### src/rtl/fpsr_pkg.sv
package fpsr_pkg;

  localparam int EXC_N   = 6;
  localparam int CTRL_N  = 7;
  localparam int FIELD_N = CTRL_N + EXC_N;

  // exception bit positions
  localparam int EX_INV = 0;
  localparam int EX_DEN = 1;
  localparam int EX_DZ  = 2;
  localparam int EX_OVF = 3;
  localparam int EX_UNF = 4;
  localparam int EX_INX = 5;

  // exceptions recorded whether masked or not
  localparam logic [EXC_N-1:0] ALWAYS_REC =
    (EXC_N'(1) << EX_OVF) | (EXC_N'(1) << EX_UNF) | (EXC_N'(1) << EX_INX);

  // control bit positions inside a field
  localparam int CB_FTZ = 0;
  localparam int CB_WRE = 1;
  localparam int CB_PC  = 2;
  localparam int CB_RC  = 4;
  localparam int CB_TD  = 6;

  // precision control encodings
  localparam logic [1:0] PC_SGL = 2'b00;
  localparam logic [1:0] PC_DBL = 2'b10;
  localparam logic [1:0] PC_EXT = 2'b11;

  // completer encodings
  localparam logic [1:0] CMP_NONE = 2'b00;
  localparam logic [1:0] CMP_SGL  = 2'b01;
  localparam logic [1:0] CMP_DBL  = 2'b10;

  typedef enum logic [1:0] {
    RND_NEAR = 2'b00,
    RND_DOWN = 2'b01,
    RND_UP   = 2'b10,
    RND_ZERO = 2'b11
  } rnd_e;

  typedef enum logic [2:0] {
    FMT_SGL  = 3'd0,
    FMT_DBL  = 3'd1,
    FMT_EXT  = 3'd2,
    FMT_RSGL = 3'd3,
    FMT_RDBL = 3'd4,
    FMT_REXT = 3'd5
  } dst_fmt_e;

  function automatic logic [FIELD_N-1:0] field_reset(input logic wide);
    logic [FIELD_N-1:0] v;
    v = '0;
    v[CB_PC +: 2] = PC_EXT;
    v[CB_RC +: 2] = RND_NEAR;
    v[CB_WRE]     = wide;
    v[CB_FTZ]     = 1'b0;
    v[CB_TD]      = 1'b0;
    return v;
  endfunction

endpackage

### src/rtl/fpsr_field.sv
module fpsr_field
  import fpsr_pkg::*;
#(
  parameter int NUM_EXC = EXC_N,
  parameter int CTRL_W  = CTRL_N,
  parameter int FIELD_W = CTRL_W + NUM_EXC,
  parameter logic [FIELD_W-1:0] RST_VAL = '0
) (
  input  logic               clk,
  input  logic               rst,
  input  logic               sw_we,
  input  logic [FIELD_W-1:0] sw_val,
  input  logic               upd_en,
  input  logic [NUM_EXC-1:0] exc,
  input  logic [NUM_EXC-1:0] gdis,
  output logic [FIELD_W-1:0] field_q
);

  localparam int FLAG_LSB = CTRL_W;

  logic [NUM_EXC-1:0] flags;
  logic [NUM_EXC-1:0] trap_en;
  logic [NUM_EXC-1:0] rec;
  logic               td;

  assign flags   = field_q[FLAG_LSB +: NUM_EXC];
  assign td      = field_q[CB_TD];
  assign trap_en = ~gdis & {NUM_EXC{~td}};
  assign rec     = exc & (~trap_en | ALWAYS_REC);

  always_ff @(posedge clk) begin
    if (rst) begin
      field_q <= RST_VAL;
    end else if (sw_we) begin
      field_q <= sw_val;
    end else if (upd_en) begin
      field_q[FLAG_LSB +: NUM_EXC] <= flags | rec;
    end
  end

  // without a software write no flag ever falls
  p_sticky_r3: assert property (@(posedge clk) disable iff (rst)
    !sw_we |=> ((field_q[FLAG_LSB +: NUM_EXC] & $past(flags)) == $past(flags)));

  // overflow/underflow/inexact always land in the flags
  p_record_r4: assert property (@(posedge clk) disable iff (rst)
    (upd_en && !sw_we) |=>
      ((field_q[FLAG_LSB +: NUM_EXC] & $past(exc & ALWAYS_REC)) == $past(exc & ALWAYS_REC)));

  // a software write overrides any same-cycle update
  p_write_wins_r10: assert property (@(posedge clk) disable iff (rst)
    sw_we |=> (field_q == $past(sw_val)));

  // an unselected field holds its state
  p_hold_r11: assert property (@(posedge clk) disable iff (rst)
    (!sw_we && !upd_en) |=> $stable(field_q));

endmodule

### src/rtl/fpsr_trap_eval.sv
module fpsr_trap_eval #(
  parameter int NUM_EXC = fpsr_pkg::EXC_N
) (
  input  logic [NUM_EXC-1:0] exc,
  input  logic [NUM_EXC-1:0] gdis,
  input  logic               td,
  output logic               trap
);

  logic [NUM_EXC-1:0] live;

  assign live = exc & ~gdis;
  assign trap = !td && (|live);

endmodule

### src/rtl/fpsr_fmt_sel.sv
module fpsr_fmt_sel
  import fpsr_pkg::*;
(
  input  logic [1:0] pc_ctl,
  input  logic       wre,
  input  logic [1:0] cmp,
  output dst_fmt_e   fmt
);

  typedef enum logic [1:0] {P_S, P_D, P_E} prec_e;
  prec_e prec;

  always_comb begin
    case (cmp)
      CMP_SGL: prec = P_S;
      CMP_DBL: prec = P_D;
      default: begin
        case (pc_ctl)
          PC_SGL:  prec = P_S;
          PC_DBL:  prec = P_D;
          default: prec = P_E;
        endcase
      end
    endcase
  end

  always_comb begin
    case (prec)
      P_S:     fmt = wre ? FMT_RSGL : FMT_SGL;
      P_D:     fmt = wre ? FMT_RDBL : FMT_DBL;
      default: fmt = wre ? FMT_REXT : FMT_EXT;
    endcase
  end

endmodule

### src/rtl/fp_status_unit.sv
module fp_status_unit
  import fpsr_pkg::*;
#(
  parameter int NUM_FIELDS = 4,
  parameter int NUM_EXC    = EXC_N,
  parameter int CTRL_W     = CTRL_N,
  parameter int REG_W      = 64,
  parameter int WIDE_FIELD = 1,
  parameter int SEL_W      = $clog2(NUM_FIELDS)
) (
  input  logic              clk,
  input  logic              rst,
  input  logic              sw_we,
  input  logic [REG_W-1:0]  sw_wdata,
  output logic [REG_W-1:0]  sw_rdata,
  input  logic              op_valid,
  input  logic [SEL_W-1:0]  op_sel,
  input  logic [NUM_EXC-1:0] op_exc,
  input  logic [1:0]        op_pc,
  output logic [1:0]        rnd_mode,
  output logic [2:0]        dst_fmt,
  output logic              trap_req
);

  localparam int FIELD_W    = CTRL_W + NUM_EXC;
  localparam int FIELD_BASE = NUM_EXC;
  localparam int USED_W     = FIELD_BASE + NUM_FIELDS * FIELD_W;

  logic [NUM_EXC-1:0] gdis_q;
  logic [FIELD_W-1:0] fld_q [NUM_FIELDS];
  logic [FIELD_W-1:0] sel_fld;
  logic               sel_td;
  logic               sel_wre;
  logic               trap_c;
  dst_fmt_e           fmt_c;
  dst_fmt_e           fmt_q;
  logic               unused_rsv;

  assign unused_rsv = ^sw_wdata[REG_W-1:USED_W];

  always_ff @(posedge clk) begin
    if (rst)        gdis_q <= '1;
    else if (sw_we) gdis_q <= sw_wdata[NUM_EXC-1:0];
  end

  for (genvar gi = 0; gi < NUM_FIELDS; gi++) begin : g_field
    fpsr_field #(
      .NUM_EXC(NUM_EXC),
      .CTRL_W (CTRL_W),
      .FIELD_W(FIELD_W),
      .RST_VAL(field_reset(gi == WIDE_FIELD))
    ) u_field (
      .clk    (clk),
      .rst    (rst),
      .sw_we  (sw_we),
      .sw_val (sw_wdata[FIELD_BASE + gi*FIELD_W +: FIELD_W]),
      .upd_en (op_valid && (op_sel == SEL_W'(gi))),
      .exc    (op_exc),
      .gdis   (gdis_q),
      .field_q(fld_q[gi])
    );
  end

  always_comb begin
    sw_rdata = '0;
    sw_rdata[NUM_EXC-1:0] = gdis_q;
    for (int i = 0; i < NUM_FIELDS; i++) begin
      sw_rdata[FIELD_BASE + i*FIELD_W +: FIELD_W] = fld_q[i];
    end
  end

  assign sel_fld = fld_q[op_sel];
  assign sel_td  = sel_fld[CB_TD];
  assign sel_wre = sel_fld[CB_WRE];

  fpsr_trap_eval #(.NUM_EXC(NUM_EXC)) u_trap (
    .exc (op_exc),
    .gdis(gdis_q),
    .td  (sel_td),
    .trap(trap_c)
  );

  fpsr_fmt_sel u_fmt (
    .pc_ctl(sel_fld[CB_PC +: 2]),
    .wre   (sel_wre),
    .cmp   (op_pc),
    .fmt   (fmt_c)
  );

  always_ff @(posedge clk) begin
    if (rst) begin
      rnd_mode <= RND_NEAR;
      fmt_q    <= FMT_EXT;
      trap_req <= 1'b0;
    end else begin
      rnd_mode <= sel_fld[CB_RC +: 2];
      fmt_q    <= fmt_c;
      trap_req <= op_valid && trap_c;
    end
  end

  assign dst_fmt = fmt_q;

  // no operation, no trap
  p_idle_no_trap_r5: assert property (@(posedge clk) disable iff (rst)
    !op_valid |=> !trap_req);

  // the disable-all bit blocks every trap
  p_td_blocks_r6: assert property (@(posedge clk) disable iff (rst)
    (op_valid && sel_td) |=> !trap_req);

  // only the widest-range bit yields register formats
  p_wre_fmt_r8: assert property (@(posedge clk) disable iff (rst)
    !sel_wre |=> (dst_fmt <= 3'(FMT_EXT)));

  // trap-disable bits move only on a software write
  p_gdis_hold_r11: assert property (@(posedge clk) disable iff (rst)
    !sw_we |=> $stable(gdis_q));

endmodule

### config.mk
export PLATFORM = sky130hd
export DESIGN_NAME = fp_status_unit
export DESIGN_NICKNAME = d
export VERILOG_FILES = /design/src/rtl/fpsr_pkg.sv /design/src/rtl/fpsr_field.sv /design/src/rtl/fpsr_trap_eval.sv /design/src/rtl/fpsr_fmt_sel.sv /design/src/rtl/fp_status_unit.sv
export SDC_FILE = /design/constraint.sdc
export NUM_CORES = 1
export LEC_CHECK = 0
export ABC_AREA = 1
export BUFFER_PORTS_ARGS = -buffer_cell sky130_fd_sc_hd__buf_2
export CORE_MARGIN = 8
export CORE_UTILIZATION = 44
export DETAILED_ROUTE_END_ITERATION = 16
export PLACE_DENSITY_LB_ADDON = 0.05
export SETUP_SLACK_MARGIN = 0.3
export SYNTH_ARGS = -nofsm -noshare
export SYNTH_HDL_FRONTEND = slang
export SYNTH_SLANG_ARGS = --single-unit
### constraint.sdc
create_clock -name clk -period 1.4 [get_ports clk]
set_clock_uncertainty 0.05 [all_clocks]
set_input_delay 0.42 -clock clk [delete_from_list [all_inputs] [get_ports clk]]
set_output_delay 0.42 -clock clk [all_outputs]
set_load 0.05 [all_outputs]
; After elaboration in Yosys (flattened, before gate mapping)
; Index checks and enable logic that the tools add are counted.
[classes]
magnitude_cmp = 1
n_eq_ne = 7
mux = 17
bitwise = 23
n_reduce_logical = 15
[ops]
columns = cell, n
row1 = 6-bit two-way mux, 8
row2 = 6-bit bitwise AND, 5
row3 = 13-bit binary-select mux with 2-bit select, 1
row4 = 6-bit bitwise OR, 4
row5 = 7-bit two-way mux, 2
row6 = 3-bit bitwise AND, 4
row7 = 3-bit inverter, 4
row8 = "2-bit == test, second input constant", 4
row9 = 2-bit one-hot mux with 2 select lines, 2
row10 = 2-bit nonzero test, 4
row11 = "2-bit by 1-bit == test with 1-bit output, second input constant", 3
row12 = 1-bit logical AND, 6
row13 = 2-bit logical NOT, 3
row14 = 3-bit two-way mux, 2
row15 = 6-bit inverter, 1
row16 = 3-bit one-hot mux with 2 select lines, 1
row17 = 6-bit OR reduction, 1
row18 = 1-bit inverter, 4
row19 = "3-bit >= comparator, second input constant", 1
row20 = 2-bit inverter with 3-bit output, 1
row21 = 2-bit two-way mux, 1
row22 = 1-bit logical NOT, 1
[totals]
ff_bits = 64
input_bits = 78
elab_cells = 75

; Longest topological paths before layout
[depth]
depth_word = 9
depth_mapped = 11

; Cells and area by module
; Synthesis repeated with hierarchy kept, for this count alone.
[unflattened]
hier_cells = 421
area_unflattened_um2 = 2982.9
[modules_own_cells]
columns = mod, n_inst, cells_per_inst, area_per_inst_um2, seq_area_each_um2
row1 = fpsr_field (g_field[0].u_field ...), 3, 73, 546.8, 260.2
row2 = fp_status_unit, 1, 94, 635.6, 240.2
row3 = fpsr_field (g_field[1].u_field), 1, 73, 544.3, 260.2
row4 = fpsr_fmt_sel, 1, 18, 92.6, 0.0
row5 = fpsr_trap_eval, 1, 17, 70.1, 0.0

; Worst setup path after synthesis
; Ideal clock, no wire load.
[synth_path]
path_kind = register to register
start = register gdis_q[0]
end = register trap_req
setup_ns = 0.118
arrival_time_ns = 1.181
setup_slack_ns = 0.051
path_stages_with_launch = 5
n_path_buf = 0
cell_sequence = dfxtp_1 inv_1 a22o_1 nor3_1 nor3_1
[synth_via]
elab_chain_cells = 5
[synth_rtl]
columns = element, line
row1 = from (decl), fp_status_unit.sv:29  ; logic [NUM_EXC-1:0] gdis_q;
row2 = from (signal assigned), fp_status_unit.sv:43  ; else if (sw_we) gdis_q <= sw_wdata[NUM_EXC-1:0];
row3 = 6-bit inverter, fpsr_trap_eval.sv:12  ; assign live = exc & ~gdis;
row4 = 6-bit bitwise AND, fpsr_trap_eval.sv:12
row5 = 6-bit OR reduction, fpsr_trap_eval.sv:13  ; assign trap = !td && (|live);
row6 = 1-bit logical AND, fpsr_trap_eval.sv:13
row7 = 1-bit logical AND, fp_status_unit.sv:98  ; trap_req <= op_valid && trap_c;
row8 = to (signal assigned), fp_status_unit.sv:98
row9 = to (decl), fp_status_unit.sv:22  ; output logic trap_req
; No other way between the ends.
; A chain may end at the register's enable or synchronous reset.

; Worst setup path after layout
[layout_path]
start = register g_field[0].u_field.field_q[12]
end = output port sw_rdata[18]
[layout_lines]
columns = element, line
row1 = from (decl), fpsr_field.sv:16  ; output logic [FIELD_W-1:0] field_q
row2 = from (signal assigned), fpsr_field.sv:35  ; field_q <= sw_val;
row3 = "from (signal, indexed assignment)", fpsr_field.sv:37  ; field_q[FLAG_LSB +: NUM_EXC] <= flags | rec;
row4 = to (decl), fp_status_unit.sv:15  ; output logic [REG_W-1:0] sw_rdata,
; No word-level cell between the ends.

==> metrics <==
outcome=completed; Slowest-stage cell, CP=dfxtp_2; CTS Sinks=64; DR DRC count=0; most common cell in the synthesized netlist=nor2_1; first-pass GRT wire length=16100 um; Netlist Area Pre-Place=0.00273 mm2; critical path type=flip-flop to output port; multi-input logic area=0.00144 mm2; CP Max Fanout=2; number of standard cells after synthesis=367; Root Buffer=clkbuf_8; total power=5.26 mW; fill count=370; Fmax=749 MHz; Area contributors post-synth=dfxtp_1, nor2_1, o21ai_0; Hold WC Path Type=input pin to flip-flop; sequential-to-total area share from yosys stat=47.0%; Num CTS Buffers=9; largest net degree at the start of global routing=28; Total Nets Final=628; vias in the first global route=3325; crit path launch type=flip-flop; period utilization=95.4%; CP arrival=870 ps; core area=0.00596 mm2; DIE HEIGHT=94.8 um; PD cells=1050 mW/mm2; via-per-instance ratio=5.08; Routed WL=10800 um; count of different cell masters after synthesis=30; Max H-tree Level=3; largest delay contributor family on the critical path=flip-flops; DR WL/cell=17.2 um; num rows=28; Seq. cell area=0.00139 mm2; Setup-failing EPs final=0; CP required=930 ps; Post-synth EDFFs=0; GRT Total Usage=23.1%; Max Cap Viol=0; top-area cell type share of the netlist area=47.0%; pins over their slew limit=0; largest area contributor in the netlist=dfxtp_1; P&R area growth vs syn=83.5%; final hold viol count=0; Static Leak=2.35 nW; GR Overflow Total=0; detailed placer's ending HPWL=6660 um; CTS max path bufs=2; io pins=148; Finished Core Util=84.1%; RSZ-0062 raised after global routing=yes; Synth top cells by count=nor2_1, dfxtp_1, nand2_1; via count=3197; CP endpoint kind=output port; Max IR drop VDD=0.000694 V; PortBufs=135; Ys Warns=0; TritonRoute pass-1 iters=4; RD Place Congestion=0.827; FF+latch count, synth=64; Die Wd=94.8 um; ys flop type=dfxtp_1; CP peak stage delay=370 ps; Antenna Nets Post-Route=0; Die ar.=0.00898 mm2; Synth Area per Inst=7.44 um2; diode count=0; initial antenna violation count=0; async set or reset register ratio after synthesis=0%; 1st-iter DRT viols=115; CP cell instances=buf_8; Skew-Pair Late Insertion Delay=340 ps; Initial Utilization=45.8%; layout cells sized above 1=58.5%; CTS clock-pin slew for the worst setup and hold paths=70 ps; Final min period=1340 ps; CTS tree=yes; Bufs and invs on worst path=1
[state kept, by name, summed over array words and instances (netlist names)]
signal	cells
dst_fmt	3
g_field.u_field.field_q	52
gdis_q	6
rnd_mode	2
trap_req	1
[power by group]
| group | switching [mW] | internal [mW] | leakage, nW |
|---|---|---|---|
| sequential | 0.125 | 1.98 | 0.546 |
| clock | 0.682 | 0.679 | 0.0899 |
| combinational | 1.04 | 0.756 | 1.72 |
[metal layers]
metal	share of wire, %	vias up	wire, um	track usage [%]
met3	9.5	15	1030	9.05
li1	-	1565	-	-
met2	50	128	5380	39.2
met5	0	-	0	0
met4	1.6	0	175	8.58
met1	39	1489	4240	25.5
[cells in the final DEF, fill, tap and decap left out, types with 4 or more instances in the layout]
cell type / netlist / layout
nand3_1: 21 / 18
dfxtp_2: 0 / 53
nand2_1: 58 / 51
inv_2: 3 / 7
o21ai_0: 48 / 47
buf_12: 0 / 5
nor2_4: 0 / 8
nand2_2: 5 / 9
nor2_1: 66 / 58
dfxtp_4: 0 / 11
a21oi_1: 42 / 35
clkbuf_8: 0 / 10
buf_4: 6 / 46
buf_8: 0 / 65
conb_1: 1 / 6
inv_1: 14 / 9
buf_2: 7 / 69
a21oi_2: 1 / 8
nand2_4: 2 / 5
clkinv_2: 1 / 4
[through the flow]
stage	cell area [um2]	worst slack (ps)	TNS [ps]	hold WS (ps)	instances
2_1_floorplan	2890	180	0	439	372
6_report	5010	64.4	0	232	629
3_3_place_gp	3720	-60.9	-497	392	578
3_5_place_dp	3720	-81.9	-743	399	578
4_1_cts	4840	77.4	0	229	622
5_1_grt	5010	44.4	0	238	629
[logic make-up after synthesis]
family,count (synthesis),synth area share [%]
other cells,1,0.137
simple gates,159,25.7
buf+inv,43,7.56
fa+ha+maj,1,0.458
flops,64,47.0
compound gates,99,19.2
[layout make-up]
type	instances	share of cell area, %
Clock buffer	12	2.90
Clock inverter	4	0.400
Inverter	20	1.80
Multi-Input combinational cell	265	28.8
Sequential cell	64	27.7
Tap cell	75	1.87
Timing Repair Buffer	189	36.5
[worst paths after layout]
kind	start	endpoint	slack [ps]	cells past startpoint
worst max register to register	g_field[1].u_field.field_q[3]$_SDFFE_PP1P_	dst_fmt[1]$_SDFF_PP1_	150	8
worst max-delay path	g_field[0].u_field.field_q[12]$_SDFFE_PP0P_	sw_rdata[18]	60	1
worst min register to register	g_field[3].u_field.field_q[9]$_SDFFE_PP0P_	g_field[3].u_field.field_q[9]$_SDFFE_PP0P_	440	2
worst min-delay path	sw_wdata[48]	g_field[3].u_field.field_q[3]$_SDFFE_PP1P_	230	3
[what timing repair did]
item / 4_1_cts / 5_1_grt
pin swaps: 6 / 18
gates cloned: 0 / 1
buffers inserted: 28 / 6
gates resized for setup: 251 / 30
setup endpoints to repair: 67 / 87
hold buffers: 0 / 0
(Power assumes the default switching activity.)
